--- src/rtl/adc_pp_pkg.sv ---
package adc_pp_pkg;

    // One bit per event kind, used for both set and clear vectors of a slot.
    typedef struct packed {
        logic hi;
        logic lo;
        logic zc;
    } evt_t;

    localparam evt_t EVT_NONE = '{hi: 1'b0, lo: 1'b0, zc: 1'b0};

endpackage

--- src/rtl/adc_pp_src_sel.sv ---
module adc_pp_src_sel #(
    parameter int SMP_W = 12
) (
    input  logic             tst_sel,
    input  logic [SMP_W-1:0] smp_data,
    input  logic [SMP_W-1:0] tst_data,
    output logic [SMP_W-1:0] sel_data
);

    always_comb begin
        if (tst_sel) begin
            sel_data = tst_data;
        end else begin
            sel_data = smp_data;
        end
    end

endmodule

--- src/rtl/adc_pp_calc.sv ---
module adc_pp_calc #(
    parameter int SMP_W = 12,
    localparam int RES_W = SMP_W + 1
) (
    input  logic [SMP_W-1:0] sample,
    input  logic [SMP_W-1:0] offset,
    input  logic [SMP_W-1:0] hi_lim,
    input  logic [SMP_W-1:0] lo_lim,
    output logic [RES_W-1:0] result,
    output logic             hi_evt,
    output logic             lo_evt
);

    logic signed [RES_W-1:0] res_s;
    logic signed [RES_W-1:0] hi_ext;
    logic signed [RES_W-1:0] lo_ext;

    always_comb begin
        // Zero-extend both operands so the difference spans the full signed range.
        res_s  = $signed({1'b0, sample}) - $signed({1'b0, offset});
        hi_ext = $signed({hi_lim[SMP_W-1], hi_lim});
        lo_ext = $signed({lo_lim[SMP_W-1], lo_lim});
        result = res_s;
        hi_evt = res_s > hi_ext;
        lo_evt = res_s < lo_ext;
    end

endmodule

--- src/rtl/adc_pp_slot.sv ---
module adc_pp_slot
    import adc_pp_pkg::*;
#(
    parameter int RES_W = 13
) (
    input  logic             clk,
    input  logic             rst_n,
    input  logic             load,
    input  logic [RES_W-1:0] result,
    input  logic             hi_evt,
    input  logic             lo_evt,
    input  evt_t             clr,
    output logic [RES_W-1:0] res_q,
    output evt_t             flags_q
);

    typedef struct packed {
        logic [RES_W-1:0] res;
        logic             seen;
        evt_t             flags;
    } slot_st_t;

    slot_st_t st_d, st_q;
    evt_t     set_v;

    always_comb begin
        set_v = EVT_NONE;
        st_d  = st_q;
        if (load) begin
            set_v.hi = hi_evt;
            set_v.lo = lo_evt;
            set_v.zc = st_q.seen && (result[RES_W-1] != st_q.res[RES_W-1]);
            st_d.res  = result;
            st_d.seen = 1'b1;
        end
        // Clear first, then set: a same-cycle event wins over the clear.
        st_d.flags = (st_q.flags & ~clr) | set_v;
    end

    always_ff @(posedge clk or negedge rst_n) begin
        if (!rst_n) begin
            st_q <= '0;
        end else begin
            st_q <= st_d;
        end
    end

    assign res_q   = st_q.res;
    assign flags_q = st_q.flags;

endmodule

--- src/rtl/adc_pp_top.sv ---
module adc_pp_top
    import adc_pp_pkg::*;
#(
    parameter int NUM_SLOTS = 8,
    parameter int SMP_W     = 12,
    localparam int RES_W    = SMP_W + 1,
    localparam int SLOT_W   = (NUM_SLOTS > 1) ? $clog2(NUM_SLOTS) : 1
) (
    input  logic                       clk,
    input  logic                       rst_n,
    input  logic                       smp_valid,
    input  logic [SLOT_W-1:0]          smp_slot,
    input  logic [SMP_W-1:0]           smp_data,
    input  logic                       tst_sel,
    input  logic [SMP_W-1:0]           tst_data,
    input  logic [NUM_SLOTS*SMP_W-1:0] cfg_offset,
    input  logic [NUM_SLOTS*SMP_W-1:0] cfg_hi_lim,
    input  logic [NUM_SLOTS*SMP_W-1:0] cfg_lo_lim,
    input  logic [NUM_SLOTS-1:0]       clr_hi,
    input  logic [NUM_SLOTS-1:0]       clr_lo,
    input  logic [NUM_SLOTS-1:0]       clr_zc,
    output logic [NUM_SLOTS*RES_W-1:0] res_data,
    output logic [NUM_SLOTS-1:0]       hi_flag,
    output logic [NUM_SLOTS-1:0]       lo_flag,
    output logic [NUM_SLOTS-1:0]       zc_flag,
    output logic                       irq
);

    logic [SMP_W-1:0] sel_data;
    logic [SMP_W-1:0] cur_off;
    logic [SMP_W-1:0] cur_hi;
    logic [SMP_W-1:0] cur_lo;
    logic [RES_W-1:0] calc_res;
    logic             calc_hi;
    logic             calc_lo;

    adc_pp_src_sel #(.SMP_W(SMP_W)) u_src (
        .tst_sel  (tst_sel),
        .smp_data (smp_data),
        .tst_data (tst_data),
        .sel_data (sel_data)
    );

    // Pick the configuration fields of the addressed slot.
    always_comb begin
        cur_off = '0;
        cur_hi  = '0;
        cur_lo  = '0;
        for (int k = 0; k < NUM_SLOTS; k++) begin
            if (smp_slot == SLOT_W'(k)) begin
                cur_off = cfg_offset[k*SMP_W +: SMP_W];
                cur_hi  = cfg_hi_lim[k*SMP_W +: SMP_W];
                cur_lo  = cfg_lo_lim[k*SMP_W +: SMP_W];
            end
        end
    end

    adc_pp_calc #(.SMP_W(SMP_W)) u_calc (
        .sample (sel_data),
        .offset (cur_off),
        .hi_lim (cur_hi),
        .lo_lim (cur_lo),
        .result (calc_res),
        .hi_evt (calc_hi),
        .lo_evt (calc_lo)
    );

    for (genvar i = 0; i < NUM_SLOTS; i++) begin : g_slot
        evt_t clr_i;
        evt_t flg_i;
        logic ld_i;

        assign ld_i     = smp_valid && (smp_slot == SLOT_W'(i));
        assign clr_i.hi = clr_hi[i];
        assign clr_i.lo = clr_lo[i];
        assign clr_i.zc = clr_zc[i];

        adc_pp_slot #(.RES_W(RES_W)) u_slot (
            .clk     (clk),
            .rst_n   (rst_n),
            .load    (ld_i),
            .result  (calc_res),
            .hi_evt  (calc_hi),
            .lo_evt  (calc_lo),
            .clr     (clr_i),
            .res_q   (res_data[i*RES_W +: RES_W]),
            .flags_q (flg_i)
        );

        assign hi_flag[i] = flg_i.hi;
        assign lo_flag[i] = flg_i.lo;
        assign zc_flag[i] = flg_i.zc;
    end

    assign irq = |{hi_flag, lo_flag, zc_flag};

endmodule


--- config.mk ---
export PLATFORM = sky130hd
export DESIGN_NAME = adc_pp_top
export DESIGN_NICKNAME = d
export VERILOG_FILES = /design/src/rtl/adc_pp_pkg.sv /design/src/rtl/adc_pp_src_sel.sv /design/src/rtl/adc_pp_calc.sv /design/src/rtl/adc_pp_slot.sv /design/src/rtl/adc_pp_top.sv
export SDC_FILE = /design/constraint.sdc
export NUM_CORES = 1
export LEC_CHECK = 0
export BUFFER_PORTS_ARGS = -buffer_cell sky130_fd_sc_hd__buf_2
export CORE_AREA = 4 4 183 185
export DETAILED_ROUTE_END_ITERATION = 10
export DIE_AREA = 0 0 187 189
export PLACE_DENSITY = 0.63
export REMOVE_ABC_BUFFERS = 1
export SYNTH_ARGS = -nofsm -noshare
export SYNTH_HDL_FRONTEND = slang
export SYNTH_SLANG_ARGS = --single-unit
--- constraint.sdc ---
create_clock -name clk -period 2.67 [get_ports clk]
set_clock_uncertainty 0.2 [all_clocks]
set_input_delay 0.534 -clock clk [delete_from_list [all_inputs] [get_ports clk]]
set_output_delay 0.534 -clock clk [all_outputs]
set_load 0.01 [all_outputs]
After elaboration in Yosys (flattened, before gate mapping)
Cells that the tools add are included.
{ "word_totals": {"elab_cells": 133, "output_inout_bits": 129, "ram_bits": 0, "regBits": 136, "latchBits": 0, "inputBits": 343, "mem_count": 0, "rom_bits": 0} }
{ "op_classes": {"magnitude_cmp": 2, "n_addsub": 1, "n_shift": 0, "reduce_logical": 18, "n_div": 0, "bitwise_logic": 24, "n_eq_ne": 15, "n_mul": 0, "n_mux": 33} }
{ "ops": {"columns": ["cell", "n"], "rows": [
  ["$mux 12", 25],
  ["$and 3x3->3", 8],
  ["$mux 3", 8],
  ["$not 3->3", 8],
  ["$or 3x3->3", 8],
  ["$reduce_or 24->1", 1],
  ["$logic_and 1x1->1", 16],
  ["$gt 13x12->1", 1],
  ["$lt 13x12->1", 1],
  ["$sub 12x12->13", 1],
  ["$eq 3x3->1 const B", 4],
  ["$ne 1x1->1", 8],
  ["$eq 3x2->1 const B", 2],
  ["$eq 3x1->1 const B", 1],
  ["$logic_not 3->1", 1]
]} }

Longest topological paths before layout
{ "depth": {"depth_word": 14, "ltp_mapped": 25, "mapped_depth_nobuf": 22} }

Modules after synthesis
Synthesis repeated with hierarchy kept, for this count alone.
{ "unflattened": {"hier_cells": 1070, "area_unflattened_um2": 10903.0} }
{ "modules_own_cells": {"columns": ["mod", "instances", "cells_per_inst", "area_each_um2", "seq_area_each_um2"], "rows": [
  ["adc_pp_slot", 8, 59, 799.5, 425.4],
  ["adc_pp_top", 1, 408, 3062.9, 0.0],
  ["adc_pp_calc", 1, 177, 1260.0, 0.0],
  ["adc_pp_src_sel", 1, 13, 183.9, 0.0]
]} }

Worst setup path after synthesis
OpenSTA, ideal clock, no wires.
{ "synth_path": {"path_kind": "in2reg", "from": "input port smp_slot[2]", "to": "register g_slot[0].u_slot.st_q, in the netlist g_slot[0].u_slot.flags_q[1]", "t_arrival_ns": 5.341, "slack_ns": -3.010, "path_buffers": 6, "path_stages": 21, "path_cell_list": "buf_6 clkbuf_1 buf_1 clkbuf_1 mux2_2 ha_1 fa_1 nor2b_1 o21ai_0 a21boi_0 o2111ai_1 nand3_1 o41a_1 buf_2 clkbuf_1 inv_1 ha_1 nand4_1 or4_4 a32oi_4 o22ai_1"} }
{ "synth_rtl": {"columns": ["element", "line_no", "source"], "rows": [
  ["start: declaration", "adc_pp_top.sv:12", "input logic [SLOT_W-1:0] smp_slot,"],
  ["end signal: assignment", "adc_pp_slot.sv:44", "st_q <= st_d;"],
  ["end: declaration", "adc_pp_slot.sv:23", "slot_st_t st_d, st_q;"]
]} }

==> impl_metrics.yaml <==
min_path:
  hold_class: "primary input to register"
final_layout:
  layout.nets: 1891
  multi_input_area_um2: 5160
  final_cell_mix: "467 x buf_2, 143 x nand2_1, 136 x dfrtp_1"
  diodes: 0
  stdcell_count: 1932
  syn2layout_area_growth_pct: 43.5
  fillers: 3177
  final_common_cell: "buf_2"
  regArea_um2: 3400
  drive_above_1_share_pct: 50.9
yosys:
  yosysTopAreaCell: "dfrtp_1"
  syn_inst: 1071
  synth_top_family_by_area: "compound AO/OA/AOI/OAI gates"
  synthMuxAreaShare_pct: 10.4
  ys_top_cells_by_area: "dfrtp_1 36%, buf_4 10%, o21ai_0 6.2%"
  yosys_most_used_dff: "dfrtp_1"
  synthSimpleGateAreaFrac_pct: 12.3
  syn-cell-area_um2: 9480
  ys.warnings.count: 0
  yosysSeqAreaShare_pct: 35.9
  synth_edf_count: 0
  synth_fa_ha_area_share_pct: 5.07
  async_flop_share_pct: 100
  ys_ff_latch: 136
  synthXorXnorAreaFrac_pct: 1.57
  syn_avg_cell_area_um2: 8.85
  synth_compound_area_share_pct: 19.7
  synth_top_area_share_pct: 35.9
  synth_cell_types: 56
clock_tree:
  cts_tree: "built"
  clkTransAtPathRegs_ns: 0.06
  clock_sinks: 136
  numCtsBuffers: 17
  clock_latency_ns: 0.40
  h-tree-depth: 4
  cts_root_buffer: "clkbuf_16"
  clockBufferDepth: 2
setup_path:
  crit_slowest_cell: "or4_4"
  cp.arrival_ns: 4.45
  cp-start-kind: "primary input"
  cp_num_buf_inv: 4
  critical_path_required_ns: 2.74
  critPathMaxFanout: 8
  crit_chain: "buf_8 -> mux4_2 -> mux2_4 -> ha_4 -> fa_2 -> nor2b_4 -> o21ai_2 -> a21boi_2 -> o2111ai_2 -> nand3_2 -> buf_6 -> o41a_1 -> inv_2 -> ha_4 -> nand4_1 -> or4_4 -> a32oi_4 -> buf_12 -> o22ai_2"
  critical-path-top-delay-family: "compound AO/OA/AOI/OAI gates"
  crit_type: "primary input to register"
  crit_top_cell: "ha_4"
  critPathMaxStageDelay_ns: 0.56
  worstSetupEndpointType: "register"
  rrSetupSlack_ns: 1.51
power:
  ir_worst_vdd_v: 0.000368
  p_leak_nw: 6.98
  total_power_mw: 9.79
  power.density_nw_per_um2: 719
floorplan:
  core_area_um2: 32000
  rows: 66
  io_pins: 472
  die_y_um: 189
  initial_utilization_pct: 29.6
  die_w_um: 187
  dieArea_um2: 35300
routing:
  drt-vias-per-instance: 4.92
  drcViolationCount: 0
  drt_iter0_drc: 485
  vias: 9499
  dr.pass1.iters: 5
  routed_wl_um: 37000
  wl_per_cell_um: 19.2
  ant_nets: 0
outcome:
  failed_checks: "negative setup slack"
  status: "finished, violations left"
global_route:
  grt_pass1_vias: 9581
  grt_max_degree: 55
  gr-total-overflow: 0
  grt_usage_pct: 19.5
  grt_pass1_wl_um: 54100
  antenna_found_initial: 1
sta:
  max_freq_mhz: 229
  tightest_slew_ns: 0.647
  final-setup-viol-count: 88
  slew_headroom_pct: 56.9
  fin_ws_ns: -1.71
  setup_tns_ns: -58.62
  slew_violations: 0
  finalHoldViolCount: 0
  rsz0062_at_grt: "yes"
  period_share_pct: 164
  period_needed_ns: 4.38
placement:
  gp_congestion: 0.908
  port_buffers: 471
  placed_cells: 1874
  dp_hpwl_um: 29900
job:
  cap_viol_max_count: 0
-- sequential cells by signal, summed over array words and instances (netlist names) --
register / flops
g_slot.u_slot.flags_q: 24
g_slot.u_slot.res_q: 104
g_slot.u_slot.st_q: 8
-- cell type report --
class / count / share of cell area [%]
well taps: 408 / 3.75
repair buffers: 620 / 27.7
inverters: 46 / 1.27
clock buffers: 20 / 3.28
flip-flops and latches: 136 / 25.0
clock inverters: 12 / 1.04
multi-input cells: 690 / 38.0
-- per-stage QoR --
step / util [%] / worst slack, ns / instance area [um^2] / hold WS, ns
after CTS: 40.9 / -1.61 / 13100 / 0.0910
after floorplan: - / -2.61 / 8230 / 0.0384
after global routing: 42.5 / -1.84 / 13600 / 0.0964
after detailed placement: 37.9 / -2.57 / 12100 / 0.232
final: 42.5 / -1.71 / 13600 / 0.109
after global placement: 37.9 / -2.51 / 12100 / 0.224
-- synth_stat cells, drive strengths merged, types with 3 or more instances --
master    n
a21o      5
o21ai   119
mux2i    38
o22ai    10
nand2   143
clkbuf   54
nor2b    17
xnor2     6
mux4     20
buf     145
nand4     5
nand2b    7
nor4      7
o32ai     7
xor2     11
ha       36
o221ai   20
o211ai    5
a21oi    57
mux2     14
nor2     62
o21a     20
a211oi    3
inv      46
a41o      4
nand3    11
or3       3
nor3      4
dfrtp   136
and3      3
a22o     25
a221oi    5
-- where the power goes --
| part | switching [mW] | leakage (nW) | internal (mW) |
|---|---|---|---|
| sequential | 0.352 | 1.71 | 2.64 |
| clock | 0.926 | 0.270 | 1.41 |
| combinational | 2.36 | 5.00 | 2.10 |
| total | 3.64 | 6.98 | 6.15 |
-- routing by layer --
layer | global-route usage [%] | routed length (um) | vias up
met5 | 0 | 0 | -
met4 | 6.48 | 1040 | 0
met3 | 3.37 | 2220 | 65
met2 | 34.7 | 18800 | 397
met1 | 24.0 | 15000 | 4501
li1 | - | - | 4536
-- logic make-up after synthesis --
logic type	after synthesis
simple gates	270
flops	136
mux	72
xor+xnor	17
buf+inv	245
compound gates	293
fa+ha+maj	38
-- worst paths after layout --
| path | startpoint | endpoint | cells after the start |
|---|---|---|---|
| setup / recovery | smp_slot[0] | g_slot[5].u_slot.flags_q[1] | 19 |
| hold / removal | clr_zc[1] | g_slot[1].u_slot.flags_q[0] | 2 |
| setup reg to reg | g_slot[4].u_slot.res_q[12] | g_slot[4].u_slot.flags_q[0] | 2 |
| hold reg to reg | g_slot[5].u_slot.st_q[3] | g_slot[5].u_slot.st_q[3] | 2 |
| max in group asynchronous | rst_n | g_slot[1].u_slot.res_q[3] | 3 |
| min in group asynchronous | rst_n | g_slot[6].u_slot.flags_q[1] | 2 |
-- repair_timing --
action,in CTS,in global routing
gates cloned,1,0
resized for setup,99,101
pin swaps,50,51
setup endpoints to repair,108,104
setup buffers,9,22
hold endpoints to repair,50,0
hold buffers,1,0
Power figures use the tool's default switching activity.
